File: src/rtl/txring_pkg.sv
package txring_pkg;
  // word 0
  localparam int OWN_BIT   = 31;
  // word 1 control fields
  localparam int CTL_FIRST = 31;
  localparam int CTL_LAST  = 30;
  localparam int CTL_IRQ   = 29;
  localparam int CTL_LINK  = 28;
  localparam int CTL_KIND_HI = 27;
  localparam int CTL_KIND_LO = 26;
  localparam logic [1:0] KIND_SETUP = 2'b10;

  typedef enum logic [3:0] {
    W_IDLE, W_OWN_RQ, W_OWN_RD, W_CTL_RQ, W_CTL_RD, W_ADR_RQ, W_ADR_RD,
    W_DAT_RQ, W_DAT_RD, W_DAT_EMIT, W_SET_RQ, W_SET_RD, W_GIVEBACK, W_PARK
  } walk_st_t;

  typedef enum logic [1:0] {
    RS_STOP = 2'b00,
    RS_RUN  = 2'b01,
    RS_SUSP = 2'b11
  } run_st_t;
endpackage

File: src/rtl/txring_ser.sv
module txring_ser #(
  parameter int DATA_W = 32,
  parameter int BYTE_W = 8,
  localparam int NB    = DATA_W / BYTE_W,
  localparam int IW    = $clog2(NB),
  localparam int CW    = IW + 1
) (
  input  logic              clk,
  input  logic              rst_n,
  input  logic              clr,
  input  logic              load,
  input  logic [DATA_W-1:0] word,
  input  logic [CW-1:0]     nbytes,
  input  logic              sof_in,
  input  logic              eof_in,
  output logic              busy,
  output logic              out_valid,
  input  logic              out_ready,
  output logic [BYTE_W-1:0] out_data,
  output logic              out_sof,
  output logic              out_eof
);
  logic [DATA_W-1:0] wrd;
  logic [IW-1:0]     idx;
  logic [CW-1:0]     cnt;
  logic              sof_f, eof_f;

  always_ff @(posedge clk or negedge rst_n) begin
    if (!rst_n) begin
      wrd <= '0; idx <= '0; cnt <= '0; sof_f <= 1'b0; eof_f <= 1'b0; busy <= 1'b0;
    end else if (clr) begin
      busy <= 1'b0; sof_f <= 1'b0; eof_f <= 1'b0; cnt <= '0;
    end else if (load) begin
      wrd   <= word;
      idx   <= '0;
      cnt   <= nbytes;
      sof_f <= sof_in;
      eof_f <= eof_in;
      busy  <= (nbytes != '0);
    end else if (busy && out_ready) begin
      idx   <= idx + 1'b1;
      cnt   <= cnt - 1'b1;
      sof_f <= 1'b0;
      if (cnt == CW'(1)) busy <= 1'b0;
    end
  end

  assign out_valid = busy;
  assign out_data  = wrd[idx*BYTE_W +: BYTE_W];
  assign out_sof   = sof_f;
  assign out_eof   = eof_f && (cnt == CW'(1));


  hold_under_stall_chk: assert property (@(posedge clk) disable iff (!rst_n)
    (out_valid && !out_ready && !clr) |=> (out_valid && $stable(out_data) &&
                                           $stable(out_sof) && $stable(out_eof)));

  no_reload_while_busy_chk: assert property (@(posedge clk) disable iff (!rst_n)
    load |-> !busy);
endmodule

File: src/rtl/txring_irq.sv
module txring_irq (
  input  logic clk,
  input  logic rst_n,
  input  logic set,
  input  logic clr,
  output logic irq
);
  always_ff @(posedge clk or negedge rst_n) begin
    if (!rst_n)   irq <= 1'b0;
    else if (set) irq <= 1'b1;
    else if (clr) irq <= 1'b0;
  end


  irq_raise_chk: assert property (@(posedge clk) disable iff (!rst_n)
    set |=> irq);

  irq_wipe_chk: assert property (@(posedge clk) disable iff (!rst_n)
    (clr && !set) |=> !irq);
endmodule

File: src/rtl/txring_walker.sv
module txring_walker
  import txring_pkg::*;
#(
  parameter int ADDR_W      = 32,
  parameter int DATA_W      = 32,
  parameter int BYTE_W      = 8,
  parameter int SIZE_W      = 16,
  parameter int SETUP_WORDS = 32,
  localparam int NB         = DATA_W / BYTE_W,
  localparam int NBC_W      = $clog2(NB) + 1,
  localparam int FILT_AW    = $clog2(SETUP_WORDS),
  localparam int DESC_BYTES = 4 * NB
) (
  input  logic               clk,
  input  logic               rst_n,
  input  logic               run_en,
  input  logic               soft_rst,
  input  logic               poll_dmd,
  input  logic [ADDR_W-1:0]  ring_base,
  input  logic               irq_clr,
  output logic               tx_irq,
  output logic [1:0]         run_state,
  output logic               mem_rd_en,
  output logic [ADDR_W-1:0]  mem_addr,
  input  logic [DATA_W-1:0]  mem_rdata,
  output logic               mem_wr_en,
  output logic [ADDR_W-1:0]  mem_wr_addr,
  output logic [DATA_W-1:0]  mem_wr_data,
  output logic               tx_valid,
  input  logic               tx_ready,
  output logic [BYTE_W-1:0]  tx_data,
  output logic               tx_sof,
  output logic               tx_eof,
  output logic               filt_we,
  output logic [FILT_AW-1:0] filt_addr,
  output logic [DATA_W-1:0]  filt_data
);
  walk_st_t            st;
  logic [ADDR_W-1:0]   cur, ptr;
  logic                c_first, c_last, c_irq, c_link;
  logic [1:0]          c_kind;
  logic [SIZE_W-1:0]   c_size, left;
  logic                first_seg;
  logic [FILT_AW-1:0]  widx;
  logic [NBC_W-1:0]    nb;
  logic                ser_busy, ser_load, ser_sof, ser_eof, irq_set;

  always_ff @(posedge clk or negedge rst_n) begin
    if (!rst_n) begin
      st <= W_IDLE; cur <= '0; ptr <= '0; left <= '0; first_seg <= 1'b0; widx <= '0;
      c_first <= 1'b0; c_last <= 1'b0; c_irq <= 1'b0; c_link <= 1'b0;
      c_kind <= '0; c_size <= '0;
    end else if (soft_rst) begin
      st <= W_IDLE;
    end else begin
      case (st)
        W_IDLE: if (run_en) begin cur <= ring_base; st <= W_OWN_RQ; end
        W_OWN_RQ: st <= W_OWN_RD;
        W_OWN_RD: st <= mem_rdata[OWN_BIT] ? W_CTL_RQ : W_PARK;
        W_CTL_RQ: st <= W_CTL_RD;
        W_CTL_RD: begin
          c_first <= mem_rdata[CTL_FIRST];
          c_last  <= mem_rdata[CTL_LAST];
          c_irq   <= mem_rdata[CTL_IRQ];
          c_link  <= mem_rdata[CTL_LINK];
          c_kind  <= mem_rdata[CTL_KIND_HI:CTL_KIND_LO];
          c_size  <= mem_rdata[SIZE_W-1:0];
          st      <= W_ADR_RQ;
        end
        W_ADR_RQ: st <= W_ADR_RD;
        W_ADR_RD: begin
          if (c_link) begin
            cur <= mem_rdata[ADDR_W-1:0];
            st  <= W_OWN_RQ;
          end else if (c_kind == KIND_SETUP) begin
            ptr  <= mem_rdata[ADDR_W-1:0];
            widx <= '0;
            st   <= W_SET_RQ;
          end else begin
            ptr       <= mem_rdata[ADDR_W-1:0];
            left      <= c_size;
            first_seg <= 1'b1;
            st        <= (c_size == '0) ? W_GIVEBACK : W_DAT_RQ;
          end
        end
        W_DAT_RQ: st <= W_DAT_RD;
        W_DAT_RD: begin
          ptr       <= ptr + ADDR_W'(NB);
          left      <= left - SIZE_W'(nb);
          first_seg <= 1'b0;
          st        <= W_DAT_EMIT;
        end
        W_DAT_EMIT: if (!ser_busy) st <= (left == '0) ? W_GIVEBACK : W_DAT_RQ;
        W_SET_RQ: st <= W_SET_RD;
        W_SET_RD: begin
          ptr  <= ptr + ADDR_W'(NB);
          widx <= widx + 1'b1;
          st   <= (widx == FILT_AW'(SETUP_WORDS - 1)) ? W_GIVEBACK : W_SET_RQ;
        end
        W_GIVEBACK: begin
          cur <= cur + ADDR_W'(DESC_BYTES);
          st  <= W_OWN_RQ;
        end
        W_PARK: if (poll_dmd) st <= W_OWN_RQ;
        default: st <= W_IDLE;
      endcase
    end
  end

  always_comb begin
    mem_rd_en = (st == W_OWN_RQ) || (st == W_CTL_RQ) || (st == W_ADR_RQ) ||
                (st == W_DAT_RQ) || (st == W_SET_RQ);
    case (st)
      W_CTL_RQ:           mem_addr = cur + ADDR_W'(NB);
      W_ADR_RQ:           mem_addr = cur + ADDR_W'(2 * NB);
      W_DAT_RQ, W_SET_RQ: mem_addr = ptr;
      default:            mem_addr = cur;
    endcase
    mem_wr_en   = (st == W_GIVEBACK);
    mem_wr_addr = cur;
    mem_wr_data = '0;
    filt_we     = (st == W_SET_RD);
    filt_addr   = widx;
    filt_data   = mem_rdata;
    nb          = (left >= SIZE_W'(NB)) ? NBC_W'(NB) : NBC_W'(left);
    ser_load    = (st == W_DAT_RD);
    ser_sof     = c_first && first_seg;
    ser_eof     = c_last && (left <= SIZE_W'(NB));
    irq_set     = (st == W_GIVEBACK) && c_irq;
    case (st)
      W_IDLE:  run_state = RS_STOP;
      W_PARK:  run_state = RS_SUSP;
      default: run_state = RS_RUN;
    endcase
  end

  txring_ser #(.DATA_W(DATA_W), .BYTE_W(BYTE_W)) u_ser (
    .clk(clk), .rst_n(rst_n), .clr(soft_rst), .load(ser_load),
    .word(mem_rdata), .nbytes(nb), .sof_in(ser_sof), .eof_in(ser_eof),
    .busy(ser_busy), .out_valid(tx_valid), .out_ready(tx_ready),
    .out_data(tx_data), .out_sof(tx_sof), .out_eof(tx_eof)
  );

  txring_irq u_irq (
    .clk(clk), .rst_n(rst_n), .set(irq_set), .clr(irq_clr), .irq(tx_irq)
  );


  rd_wr_apart_chk: assert property (@(posedge clk) disable iff (!rst_n)
    !(mem_rd_en && mem_wr_en));

  soft_reset_idle_chk: assert property (@(posedge clk) disable iff (!rst_n)
    soft_rst |=> (run_state == RS_STOP) && !tx_valid);

  park_hold_chk: assert property (@(posedge clk) disable iff (!rst_n)
    (run_state == RS_SUSP && !poll_dmd && !soft_rst) |=> (run_state == RS_SUSP));

  filter_not_stream_chk: assert property (@(posedge clk) disable iff (!rst_n)
    !(filt_we && tx_valid));
endmodule

File: config.mk
export PLATFORM = sky130hd
export DESIGN_NAME = txring_walker
export DESIGN_NICKNAME = d
export VERILOG_FILES = /design/src/rtl/txring_pkg.sv /design/src/rtl/txring_ser.sv /design/src/rtl/txring_irq.sv /design/src/rtl/txring_walker.sv
export SDC_FILE = /design/constraint.sdc
export NUM_CORES = 1
export LEC_CHECK = 0
export BUFFER_PORTS_ARGS = -buffer_cell sky130_fd_sc_hd__buf_2
export CORE_MARGIN = 4
export CORE_UTILIZATION = 56
export CTS_CLUSTER_DIAMETER = 30
export DETAILED_ROUTE_END_ITERATION = 8
export PLACE_DENSITY = 0.82
export RECOVER_POWER = 100
export SLEW_MARGIN = 20
export SYNTH_ARGS = -nofsm -noshare
export SYNTH_HDL_FRONTEND = slang
export SYNTH_SLANG_ARGS = --single-unit
File: constraint.sdc
create_clock -name clk -period 3.54 [get_ports clk]
set_input_delay 0.708 -clock clk [delete_from_list [all_inputs] [get_ports clk]]
set_output_delay 0.708 -clock clk [all_outputs]
set_load 0.01 [all_outputs]
==> reports/metrics.cfg <==
[sta]
setup_viol = 0
tightestPinTransition_ns = 1.816
report.final.slew_viol_count = 69
min_period_ns = 3.446
slew_headroom_pct = -21.06
rsz0062_at_grt = true
fin_crit_sh_pct = 97.35
fin_setup_tns_ns = 0
final-hold-violation-count = 0
finalClockSkew_ns = 0.01285
max_freq_ghz = 0.2902

[setup_path]
required_ns = 2.83
rrSetupSlack_ns = 0.71
cp-start-kind = flip-flop
cp_max_fo = 8
path_class = flip-flop to primary output
r2r-end = mem_wr_addr[10]$_DFFE_PN0P_
rr_worst_depth = 9
slowest_stage = or4_4
critPathMostFrequentCell = or4_4
cp-end-kind = primary output
critPathMaxStageDelay_ns = 0.58
arrival_ns = 2.74
worstPathCellList = nand4_1, or4_4, or4_4, o31ai_2, o2bb2a_1, buf_2
reg2reg_from = st[1]$_DFFE_PN0P_

[route]
highest_layer = met4
viasPerCell = 6.853
vias = 11490
ant_nets = 0
wl_met2_um = 18670
wl_met3_um = 5498
drc = 0
finalWirelength_um = 42480
dr.pass1.iters = 8
wl_met1_um = 15430
wl_per_cell_um = 25.33
drtIter0Drc = 1468

[synthesis]
synthArstFlopShare_pct = 100.0
synth_top_area_share_pct = 36.61
synth_area_leaders = dfrtp_1, nand2_1, buf_4
ys.warnings.count = 0
synth_area_mm2 = 0.01046
synth_edf_count = 0
syn_inst = 1277
syn_avg_cell_area_um2 = 8.189
synth_seq_cells = 153
ys_types = 84
seq_area_frac_synth_pct = 36.61
yosysTopAreaCell = dfrtp_1
synth_ff_type = dfrtp_1

[cells_and_area]
most-common-layout-cells = nand2_1, buf_2, dfrtp_1
design_area_mm2 = 0.01212
area_delta_synth_final_pct = 15.91
final_common_cell = nand2_1
nets = 1512
fin_util_pct = 66.80
drive_gt1_share_pct = 23.53
fill_cells = 1544

[placed_design]
gp_congestion = 1.042
place_hpwl_um = 30710
place_area_mm2 = 0.01149
port_buffers = 188

[floorplanning]
core_mm2 = 0.01815
io_pins = 221
rows = 49
initial_core_util_pct = 57.63
die_y_um = 144.7
die_x_um = 144.7
die-area_mm2 = 0.02093

[worst_hold_path]
hold_end = u_irq.irq$_DFFE_PN0P_
hp-class = input port to flip-flop
min-delay-start = irq_clr
hold_depth = 2

[clock_tree]
cts_hold_buf = 0
cts.clk_slew.worst_paths_ns = 0.07
clkSinkCount = 153
htree_levels = 4
cts_root_buf = clkbuf_16
clk_path_buf_depth = 2
cts_tree = built
cts_buffers = 17
clk_latency_ns = 0.44

[flow_run]
cap_violations = 1

[grt]
grt_max_degree = 69
grt_antenna_before_repair = 0
grt_use_total_pct = 40.08
grt_pass1_wl_um = 62940
grt_pass1_vias = 10690
grt_overflow = 0

[status]
status = finished with violations
violations = capacitance limit, slew limit

[pwr]
powerDensity_mw_per_mm2 = 608.3
ir_drop_uv = 381.9
power_leakage_nw = 5.306

[per-stage QoR]
step / std cells / hold WS [ns] / setup slack (ns) / power (mW)
after detailed placement: 1636 / 0.4582 / 0.4155 / 5.414
after global placement: 1636 / 0.4538 / 0.4027 / 5.360
after global routing: 1674 / 0.4877 / -0.01342 / 7.728
final: 1677 / 0.4731 / 0.09368 / 7.374
after CTS: 1668 / 0.2898 / 0.003402 / 7.234
after floorplan: 1309 / 0.4124 / 0.2848 / 4.333
[sequential cells by signal, indices dropped and copies added, names as in the netlist]
signal,count
u_ser.out_sof,1
u_irq.irq,1
u_ser.idx,2
u_ser.busy,1
u_ser.eof_f,1
c_size,16
left,16
u_ser.wrd,32
c_irq,1
c_first,1
c_last,1
ptr,32
c_kind,2
u_ser.cnt,3
c_link,1
first_seg,1
mem_wr_addr,32
st,4
filt_addr,5
[synthesized netlist by cell type, types with 19 or more instances]
library cell	n
a31oi_1	21
nand3_1	56
nand2_1	224
nor4_1	24
buf_4	64
nor3_1	31
nand4_1	24
dfrtp_1	153
clkbuf_1	70
a21oi_1	83
inv_1	19
a22oi_1	21
o21ai_0	79
o22ai_1	21
nor2_1	74
mux2_2	23
[metal layers]
layer	global-route usage, %	up-vias
li1	-	4968
met1	51.21	5456
met2	61.20	895
met3	11.83	174
met4	22.14	0
met5	0	-
[power breakdown]
| group | total [mW] | switching, mW | internal (mW) |
|---|---|---|---|
| logic | 2.56 | 1.48 | 1.08 |
| registers | 3.00 | 0.705 | 2.29 |
| clock network | 1.82 | 0.847 | 0.971 |
| total | 7.37 | 3.03 | 4.34 |
[cell type report]
class / count / area (um^2) / area share [%]
multi-input combinational: 983 / 5913 / 48.78
sequential: 153 / 3835 / 31.64
inverter: 19 / 71.32 / 0.5884
timing repair buffer: 258 / 1433 / 11.82
tap: 229 / 286.5 / 2.364
clock buffer: 19 / 452.9 / 3.737
clock inverter: 13 / 122.6 / 1.012
antenna: 3 / 7.507 / 0.06193
[cell families after synthesis]
kind of cell	synth area share, %
AO/OA/AOI/OAI	24.44
XOR/XNOR	0.5863
adder cells (fa/ha/maj)	1.077
buffers and inverters	8.662
flip-flops	36.61
multiplexers	4.774
other	0.03586
AND/OR/NAND/NOR	23.81
[worst max path at each step]
stage                               startpoint           end
floorplan           mem_wr_addr[5]$_DFFE_PN0P_  mem_addr[30]
global placement    mem_wr_addr[4]$_DFFE_PN0P_  mem_addr[30]
detailed placement  mem_wr_addr[8]$_DFFE_PN0P_  mem_addr[30]
CTS                 mem_wr_addr[8]$_DFFE_PN0P_  mem_addr[30]
global route        mem_wr_addr[4]$_DFFE_PN0P_  mem_addr[31]
finish              mem_wr_addr[8]$_DFFE_PN0P_  mem_addr[30]
[critical path: cells and delay by family (launching register included)]
family,cells,cell delay (ns)
AND/OR/NAND/NOR,3,1.32
flip-flops,1,0.43
buffers and inverters,1,0.14
AO/OA/AOI/OAI,2,0.40
[what timing repair did]
action,4_1_cts,5_1_grt
setup buffers,0,6
setup endpoints to repair,2,14
pin swaps,0,2
gates resized for setup,2,12
(Power assumes the default switching activity.)
